**src/rtl/mtr_pkg.sv**
```systemverilog
// Shared constants, types and the floating-value decoder used by the meter.
// Assumes an 8-bit mantissa and a 5-bit exponent; exponent >= EXP_OFF means "off".
package mtr_pkg;
    localparam int MANT_W  = 8;
    localparam int EXP_W   = 5;
    localparam int FRAC_W  = 8;
    localparam int EXP_OFF = 24;
    localparam int ACC_W   = MANT_W + 1 + EXP_OFF;

    typedef enum logic [1:0] {
        CLR_GREEN  = 2'd0,
        CLR_YELLOW = 2'd1,
        CLR_RED    = 2'd2
    } color_e;

    // Decode (1+m/256)*2^e tokens into 1/256-token units.
    function automatic logic [ACC_W-1:0] fval(input logic [MANT_W-1:0] m,
                                              input logic [EXP_W-1:0] e);
        if (int'(e) >= EXP_OFF) return '0;
        return ACC_W'({1'b1, m}) << e;
    endfunction
endpackage

```
**src/rtl/mtr_timebase.sv**
```systemverilog
// Refill timebase: a 2 us prescaler from CLK_MHZ, followed by a 2^rdiv divider.
// Assumes CLK_MHZ >= 1. refill pulses for one cycle at the end of each interval.
module mtr_timebase #(
    parameter int CLK_MHZ = 50,
    parameter int RDIV_W  = 4
) (
    input  logic              clk,
    input  logic              rst_n,
    input  logic [RDIV_W-1:0] rdiv,
    output logic              refill
);
    localparam int TICK_CYC = 2 * CLK_MHZ;
    localparam int PRE_W    = $clog2(TICK_CYC + 1);
    localparam int DIV_W    = 2 ** RDIV_W;

    logic [PRE_W-1:0] pre_q;
    logic [DIV_W-1:0] div_q;
    logic             unit;
    logic [DIV_W-1:0] lim;

    // Unit pulse, and the divider limit for the selected interval.
    always_comb begin
        unit   = (pre_q == PRE_W'(TICK_CYC - 1));
        lim    = (DIV_W'(1) << rdiv) - DIV_W'(1);
        refill = unit && (div_q >= lim);
    end

    // Prescaler and divider counters.
    always_ff @(posedge clk) begin
        if (!rst_n) begin
            pre_q <= '0;
            div_q <= '0;
        end else begin
            pre_q <= unit ? '0 : pre_q + PRE_W'(1);
            if (unit) div_q <= refill ? '0 : div_q + DIV_W'(1);
        end
    end
endmodule

```
**src/rtl/mtr_cost.sv**
```systemverilog
// Per-packet token cost in 1/256-token units, with a floor of 1 and a ceiling at the accumulator maximum.
// Purely combinational; assumes pkt_len and len_ofs are byte counts.
module mtr_cost
    import mtr_pkg::*;
#(
    parameter int LEN_W = 16,
    parameter int PTR_W = 8
) (
    input  logic             len_mode,
    input  logic [LEN_W-1:0] pkt_len,
    input  logic [PTR_W-1:0] len_ofs,
    input  logic [8:0]       adj_mant,
    input  logic [EXP_W-1:0] adj_exp,
    output logic [ACC_W-1:0] cost
);
    localparam int SUM_W = ACC_W + LEN_W + FRAC_W;
    localparam logic signed [SUM_W-1:0] CMAX = SUM_W'({ACC_W{1'b1}});

    logic signed [SUM_W-1:0] len_term, adj_term, sum;

    // Signed cost, then clamped into [1, CMAX].
    always_comb begin
        len_term = len_mode ? '0
                 : (SUM_W'(pkt_len) - SUM_W'(len_ofs)) <<< FRAC_W;
        adj_term = (SUM_W'(adj_mant) - SUM_W'(256)) <<< adj_exp;
        sum      = len_term + adj_term;
        if (sum < 1)          cost = ACC_W'(1);
        else if (sum > CMAX)  cost = {ACC_W{1'b1}};
        else                  cost = sum[ACC_W-1:0];
    end
endmodule

```
**src/rtl/mtr_bucket.sv**
```systemverilog
// One token bucket: refill up to the cap, then an optional debit that stops at zero.
// level_pre is the level after this cycle's refill and before any debit.
module mtr_bucket
    import mtr_pkg::*;
(
    input  logic              clk,
    input  logic              rst_n,
    input  logic              refill,
    input  logic [MANT_W-1:0] rate_m,
    input  logic [EXP_W-1:0]  rate_e,
    input  logic [MANT_W-1:0] cap_m,
    input  logic [EXP_W-1:0]  cap_e,
    input  logic              take,
    input  logic [ACC_W-1:0]  amt,
    output logic [ACC_W-1:0]  level_pre,
    output logic [ACC_W-1:0]  level
);
    logic [ACC_W-1:0] capv;
    logic [ACC_W:0]   grown;

    // Refill first, with the result limited to the cap.
    always_comb begin
        capv  = fval(cap_m, cap_e);
        grown = {1'b0, level} + {1'b0, fval(rate_m, rate_e)};
        if (!refill)                  level_pre = level;
        else if (grown > {1'b0, capv}) level_pre = capv;
        else                          level_pre = grown[ACC_W-1:0];
    end

    // Level register with a debit that stops at zero.
    always_ff @(posedge clk) begin
        if (!rst_n)      level <= '0;
        else if (take)   level <= (level_pre >= amt) ? level_pre - amt : '0;
        else             level <= level_pre;
    end
endmodule

```
**src/rtl/tr3c_meter.sv**
```systemverilog
// Two-rate three-color meter for a single profile, color-blind.
// Each cycle: refill (if due), then judge any packet against the refilled levels.
// One registered result per packet, one cycle later. Assumes configuration is held between packets.
module tr3c_meter
    import mtr_pkg::*;
#(
    parameter int CLK_MHZ = 50,
    parameter int LEN_W   = 16,
    parameter int PTR_W   = 8,
    parameter int RDIV_W  = 4
) (
    input  logic              clk,
    input  logic              rst_n,
    input  logic              pkt_valid,
    input  logic [LEN_W-1:0]  pkt_len,
    input  logic [7:0]        cir_mant,
    input  logic [4:0]        cir_exp,
    input  logic [7:0]        cbs_mant,
    input  logic [4:0]        cbs_exp,
    input  logic [7:0]        pir_mant,
    input  logic [4:0]        pir_exp,
    input  logic [7:0]        pbs_mant,
    input  logic [4:0]        pbs_exp,
    input  logic [RDIV_W-1:0] rdiv,
    input  logic              len_mode,
    input  logic [PTR_W-1:0]  len_ofs,
    input  logic [8:0]        adj_mant,
    input  logic [4:0]        adj_exp,
    input  logic [1:0]        act_green,
    input  logic [1:0]        act_yellow,
    input  logic [1:0]        act_red,
    output logic              out_valid,
    output logic [1:0]        out_color,
    output logic [1:0]        out_action
);
    logic             refill_w;
    logic [ACC_W-1:0] cost, c_pre, c_level, p_pre, p_level;
    logic             hit_c, hit_p, take_c, take_p;
    color_e           col;

    mtr_timebase #(.CLK_MHZ(CLK_MHZ), .RDIV_W(RDIV_W)) u_tb (
        .clk(clk), .rst_n(rst_n), .rdiv(rdiv), .refill(refill_w));

    mtr_cost #(.LEN_W(LEN_W), .PTR_W(PTR_W)) u_cost (
        .len_mode(len_mode), .pkt_len(pkt_len), .len_ofs(len_ofs),
        .adj_mant(adj_mant), .adj_exp(adj_exp), .cost(cost));

    mtr_bucket u_cbkt (
        .clk(clk), .rst_n(rst_n), .refill(refill_w),
        .rate_m(cir_mant), .rate_e(cir_exp), .cap_m(cbs_mant), .cap_e(cbs_exp),
        .take(take_c), .amt(cost), .level_pre(c_pre), .level(c_level));

    mtr_bucket u_pbkt (
        .clk(clk), .rst_n(rst_n), .refill(refill_w),
        .rate_m(pir_mant), .rate_e(pir_exp), .cap_m(pbs_mant), .cap_e(pbs_exp),
        .take(take_p), .amt(cost), .level_pre(p_pre), .level(p_level));

    // Color decision against the refilled levels.
    always_comb begin
        hit_c  = (c_pre >= cost);
        hit_p  = (p_pre >= cost);
        take_c = pkt_valid && hit_c;
        take_p = pkt_valid && (hit_c || hit_p);
        if (hit_c)      col = CLR_GREEN;
        else if (hit_p) col = CLR_YELLOW;
        else            col = CLR_RED;
    end

    // Registered result with the action for the chosen color.
    always_ff @(posedge clk) begin
        if (!rst_n) begin
            out_valid  <= 1'b0;
            out_color  <= CLR_GREEN;
            out_action <= 2'd0;
        end else begin
            out_valid <= pkt_valid;
            if (pkt_valid) begin
                out_color <= col;
                unique case (col)
                    CLR_GREEN:  out_action <= act_green;
                    CLR_YELLOW: out_action <= act_yellow;
                    default:    out_action <= act_red;
                endcase
            end
        end
    end
endmodule

```
**config.mk**
```make
export PLATFORM = sky130hd
export DESIGN_NAME = tr3c_meter
export DESIGN_NICKNAME = d
export VERILOG_FILES = /design/src/rtl/mtr_pkg.sv /design/src/rtl/mtr_timebase.sv /design/src/rtl/mtr_cost.sv /design/src/rtl/mtr_bucket.sv /design/src/rtl/tr3c_meter.sv
export SDC_FILE = /design/constraint.sdc
export NUM_CORES = 1
export LEC_CHECK = 0
export BUFFER_PORTS_ARGS = -buffer_cell sky130_fd_sc_hd__clkbuf_2
export CAP_MARGIN = 30
export CORE_ASPECT_RATIO = 1.4
export CORE_MARGIN = 5
export CORE_UTILIZATION = 44
export CTS_CLUSTER_SIZE = 20
export DETAILED_ROUTE_END_ITERATION = 8
export SKIP_CTS_REPAIR_TIMING = 1
export SYNTH_ARGS = -nofsm -noshare
export SYNTH_HDL_FRONTEND = slang
export SYNTH_HIERARCHICAL = 1
export SYNTH_SLANG_ARGS = --single-unit
```
**constraint.sdc**
```tcl
create_clock -name clk -period 10.9 [get_ports clk]
set_clock_uncertainty 0.15 [all_clocks]
set_input_delay 1.09 -clock clk [delete_from_list [all_inputs] [get_ports clk]]
set_output_delay 1.09 -clock clk [all_outputs]
set_load 0.02 [all_outputs]
```
==> impl_results.md, run 1 <==
* Total die area at 57,200 um2
* CP Data Required Time at 11.02 ns
* WP data arrival at 10.58 ns
* Async S/R FF share, synth at 0%
* Syn avg cell area at 7.04 um2
* Post-DP HPWL at 73,500 um
* Post-Syn Nets at 3,716
* Max stage delay on crit path at 0.57 ns
* Fin crit period at 10.46 ns
* Pin count of the biggest net entering global routing at 115
* Place WS at 0.133 ns
* # rows at 99
* # setup viols final at 0
* M1 wire length at 34,300 um
* F_max at 95.6 MHz
* Clock sink count at 94
* Clk buf depth at 2
* Layout Nets at 3,699
* Crit Path Category: primary input to flip-flop
* RSZ-0062 raised after global routing: false
* EDFF count, synth at 0
* First-pass GRT wire length at 134,000 um
* Worst-path clk slew at 0.08 ns
* Worst-margin pin slew at 0.923 ns
* WL met2 at 43,900 um
* Via count at 24,700
* Hold/Removal Path Class: flip-flop to flip-flop
* Port bufs at 108
* Synth cell types at 126
* Drt drc at 0
* CTS root buffer: clkbuf_16
* Grt total ovfl at 0
* Number of buffers created by CTS at 9
* Uppermost layer routed: met4
* Final Cycle Share at 95.9%
* Yosys warns at 6
* Core box area at 52,000 um2
* Setup WS post-layout at 0.442 ns
* Routability congestion estimate at 0.996
* Post-Route Setup TNS at 0 ns
* Setup crit start kind: primary input
* PwrDens at 57.6 nW/um2
* Synthesized area at 23,100 um2
* Worst-path maximum fanout at 37
* Slew Limit Fails at 0
* Vias in the first global route at 24,100
* Rel. slew slack at 38.5%
* Critical Path End Type: flip-flop
* Met3 wire length at 3020 um
* Layout cell share with drive strength beyond 1 at 9.45%
* Antenna violations before repair at 0
* Starting Density at 44.4%
* H-tree Lvls at 3
* Worst vdd ir at 75.0 uV
* CTS tree: yes
* Gate Count Post-Synth at 3,282
* Drt wl/cell at 22.2 um
* Antenna Diode Count at 0
* Drt pass-1 iters at 5
* Remaining antenna violation count at 0
* All-Layer GR Usage at 29.1%
* Area delta synth->final at 5.20%
* Ports at 109
* 1st-iter DRT viols at 1,628
* Vias/cell at 6.28
* Die height at 281 um
* P_leak at 11.1 nW
* Tot Pwr at 1.40 mW
* Status: complete, no violations
* Synth Register Bits at 94
* CP max-delay cell: o41ai_1
* Final Hold Viols at 0
* Die Wd at 204 um
* Routed Wire Length at 87,000 um
* Main flop type after synthesis: dfxtp_1
* Clk_lat worst skew at 0.38 ns
* Max-cap viol count at 0
* Seq/Total Area, Yosys at 8.15%
[critical path, delay by kind of cell]
kind / cells / cell delay (ns)
buf+inv: 2 / 0.55
compound gates: 15 / 4.86
fa+ha+maj: 4 / 1.29
simple gates: 11 / 2.59
xor+xnor: 1 / 0.17
[per-layer routing]
metal | vias to the layer above | global-route usage [%]
met5 | - | 0
met4 | 0 | 17.0
met3 | 222 | 2.25
met2 | 682 | 54.2
met1 | 11600 | 32.2
li1 | 12100 | -
[metrics by stage]
step,instance area (um2),std cells,util (%),hold slack (ns)
floorplan,23100,3282,-,0.263
global placement,24000,3910,46.1,0.274
detailed placement,24000,3910,46.1,0.286
CTS,24300,3926,46.7,0.306
global route,24300,3926,46.7,0.336
finish,24300,3926,46.7,0.305
[cell type report]
| class | instances | area (um2) |
|---|---|---|
| Inverter | 212 | 796 |
| Tap cell | 656 | 821 |
| Multi-Input combinational cell | 2807 | 19700 |
| Sequential cell | 94 | 1880 |
| Clock buffer | 9 | 225 |
| Clock inverter | 7 | 77.6 |
| Fill cell | 5419 | 27700 |
| Timing Repair Buffer | 141 | 801 |
[layout by cell type, fill, tap and decap left out, drive strengths merged, types with 61 or more instances in the layout]
| cell type | instances |
|---|---|
| inv | 212 |
| nand4 | 68 |
| nand2 | 271 |
| a21oi | 362 |
| o21ai | 186 |
| mux2i | 61 |
| clkbuf | 117 |
| ha | 324 |
| dfxtp | 94 |
| xnor2 | 88 |
| a21o | 106 |
| nor2 | 323 |
| nand3 | 103 |
| a211oi | 66 |
[synthesized netlist by cell type (all sizes together) (30+ instances only)]
master / instances / share of area, %
nand4: 68 / 1.9
buf: 53 / 1.4
a211oi: 66 / 2.4
dfxtp: 94 / 8.1
ha: 324 / 18
nor3: 55 / 1.2
a21oi: 362 / 8.1
and3: 44 / 1.2
xnor2: 88 / 3.3
xor2: 56 / 2.1
nor2b: 49 / 1.3
a21o: 106 / 3.5
nand2b: 58 / 1.6
mux2i: 61 / 2.6
o211ai: 45 / 1.5
nor2: 323 / 5.3
o21ai: 186 / 4.1
a31oi: 52 / 2.0
o22ai: 30 / 0.84
o21a: 36 / 1.2
nand3: 103 / 2.3
clkbuf: 116 / 1.9
inv: 209 / 3.4
or3: 35 / 0.97
nand2: 271 / 4.5
[report_power, final]
| part | switching, mW | internal [mW] |
|---|---|---|
| logic | 0.475 | 0.250 |
| registers | 0.00109 | 0.345 |
| clock network | 0.167 | 0.162 |
[cells by family after synthesis]
logic type | Yosys count | share of synthesized area (%)
flip-flops | 94 | 8.15
adder cells (fa/ha/maj) | 330 | 18.1
AND/OR/NAND/NOR | 1116 | 23.9
buffers and inverters | 381 | 6.75
multiplexers | 90 | 4.29
other | 5 | 0.0813
AO/OA/AOI/OAI | 1122 | 33.3
XOR/XNOR | 144 | 5.46
[path summary, 6_finish.rpt]
path | from | endpoint | slack [ns] | cells past startpoint
max reg2reg | u_pbkt/level[0]$_SDFF_PN0_ | u_pbkt/level[31]$_SDFF_PN0_ | 1.82 | 30
min reg2reg | u_tb/pre_q[0]$_SDFF_PP0_ | u_tb/pre_q[0]$_SDFF_PP0_ | 0.31 | 1
max | pir_exp[0] | u_pbkt/level[31]$_SDFF_PN0_ | 0.44 | 33
min | u_tb/pre_q[0]$_SDFF_PP0_ | u_tb/pre_q[0]$_SDFF_PP0_ | 0.31 | 1
[state kept, by name, indices dropped and copies added (netlist names)]
name and count:
u_cbkt/level 33, u_pbkt/level 33, u_tb/div_q 16, u_tb/pre_q 7, out_action 2, out_color 2
out_valid 1
No activity file was read; power rests on OpenSTA's default activity.
==> run 2, diff against run 1 <==
Settings changed: MAX_ROUTING_LAYER set to met4.
==> run 2 against run 1 <==
Effect of this change: critical path depth up 3; global-route usage rose by 1.3 points; first-iteration DRC count grew 5.2%; clock-buffer cell count unchanged; non-clock buffer count is 5 higher; sequential power barely moved; power is 0.24% higher; combinational power about the same; routed wire length up 0.77%; setup slack improved by 0.047 ns; clock power hardly changed; hold slack better by 0.0061 ns; critical endpoint is now u_cbkt/level[5]$_SDFF_PN0_.
==> impl_results.md, run 2 (synthesis results as in run 1) <==
* Drt wl/cell at 22.3 um
* Slew Limit Fails at 0
* Layout Nets at 3,704
* Starting Density at 44.4%
* All-Layer GR Usage at 30.4%
* Die Wd at 204 um
* Area delta synth->final at 5.45%
* # rows at 99
* Vias/cell at 6.32
* CP max-delay cell: nor3b_1
* WP data arrival at 10.57 ns
* Pin count of the biggest net entering global routing at 60
* Finished Cell Area at 24,300 um2
* Final Cycle Share at 95.5%
* Clock sink count at 94
* H-tree Lvls at 3
* Die height at 281 um
* Number of buffers created by CTS at 9
* Antenna Diode Count at 0
* Fin crit period at 10.41 ns
* Rel. slew slack at 34.3%
* 1st-iter DRT viols at 1,713
* Via count at 24,800
* Post-Route Setup TNS at 0 ns
* RSZ-0062 raised after global routing: false
* Remaining antenna violation count at 0
* Layout cell share with drive strength beyond 1 at 9.65%
* Most common cell after layout, fill and taps aside: a21oi_1
* Hold/Removal Path Class: flip-flop to flip-flop
* Tot Pwr at 1.40 mW
* Antenna violations before repair at 0
* Drt pass-1 iters at 6
* Worst-path clk slew at 0.08 ns
* Routed Wire Length at 87,600 um
* Core box area at 52,000 um2
* Worst-margin pin slew at 0.986 ns
* Total die area at 57,200 um2
* First-pass GRT wire length at 136,000 um
* F_max at 96.1 MHz
* Setup crit start kind: primary input
* CTS tree: yes
* Post-DP Area at 24,000 um2
* Crit Path Category: primary input to flip-flop
* Max stage delay on crit path at 0.55 ns
* Routability congestion estimate at 1.01
* Status: complete, no violations
* Most frequent cells in the layout: a21oi_1 (350), ha_1 (324), nor2_1 (320)
* PwrDens at 57.6 nW/um2
* Final Hold Viols at 0
* Vias in the first global route at 24,600
* CTS root buffer: clkbuf_16
* Filler cells at 5,424
* Biggest regs: u_cbkt/level: 33 flops, u_pbkt/level: 33 flops, u_tb/div_q: 16 flops
* Drt drc at 0
* Grt total ovfl at 0
* Worst-path maximum fanout at 21
* Clk_lat worst skew at 0.39 ns
* Post-DP HPWL at 74,600 um
* Worst vdd ir at 82.6 uV
* P_leak at 11.1 nW
* Port bufs at 108
* CP Data Required Time at 11.06 ns
* Clk buf depth at 2
* Final Core Density at 46.8%
* # setup viols final at 0
* Ports at 109
* Critical Path End Type: flip-flop
* Max-cap viol count at 0
* Sequential Area at 1880 um2
* Area of the multi-input gates at 19,700 um2
==> run 2: changes by cell type in the layout (fill, tap and decap cells not counted), sizes merged <==
cell	delta
buf	+5
==> run 2: through the flow <==
stage,hold slack (ns),setup WS (ns),std cells
6_report,0.311,0.490,3931
3_3_place_gp,0.275,-0.165,3915
5_1_grt,0.323,0.0159,3931
4_1_cts,0.309,0.145,3931
3_5_place_dp,0.290,-0.233,3915
2_1_floorplan,0.263,1.39,3282
==> run 2: path summary, 6_finish.rpt <==
| path | start | endpoint | slack, ns | cells past startpoint |
|---|---|---|---|---|
| setup / recovery | cir_exp[0] | u_cbkt/level[5]$_SDFF_PN0_ | 0.49 | 36 |
| hold / removal | u_tb/pre_q[0]$_SDFF_PP0_ | u_tb/pre_q[0]$_SDFF_PP0_ | 0.31 | 1 |
| setup reg to reg | u_pbkt/level[0]$_SDFF_PN0_ | u_pbkt/level[31]$_SDFF_PN0_ | 1.96 | 30 |
| hold reg to reg | u_tb/pre_q[0]$_SDFF_PP0_ | u_tb/pre_q[0]$_SDFF_PP0_ | 0.31 | 1 |
==> run 2: worst max-delay path: cells and delay by family <==
kind / cells / cell delay, ns
compound gates: 15 / 3.85
simple gates: 12 / 2.73
fa+ha+maj: 3 / 1.11
mux: 2 / 0.86
buf+inv: 3 / 0.60
xor+xnor: 1 / 0.31
==> run 2: routing by layer <==
metal  routed length, um  up-vias  global-route usage [%]
met4                6440        0                    18.3
met2               44000      707                    55.0
met5                   0        -                       -
met3                3170      251                    2.30
met1               34000    11700                    32.2
li1                    -    12100                       -
==> run 2: layout make-up <==
class / instances / share of cell area, %
Sequential cell: 94 / 7.73
Multi-Input combinational cell: 2807 / 80.9
Timing Repair Buffer: 146 / 3.49
Inverter: 212 / 3.27
Tap cell: 656 / 3.37
Clock buffer: 9 / 0.925
Clock inverter: 7 / 0.319
==> run 2: where the power goes <==
group	total [mW]	internal [mW]	switching, mW
Clock	0.331	0.162	0.169
Sequential	0.346	0.345	0.00109
Combinational	0.726	0.250	0.476
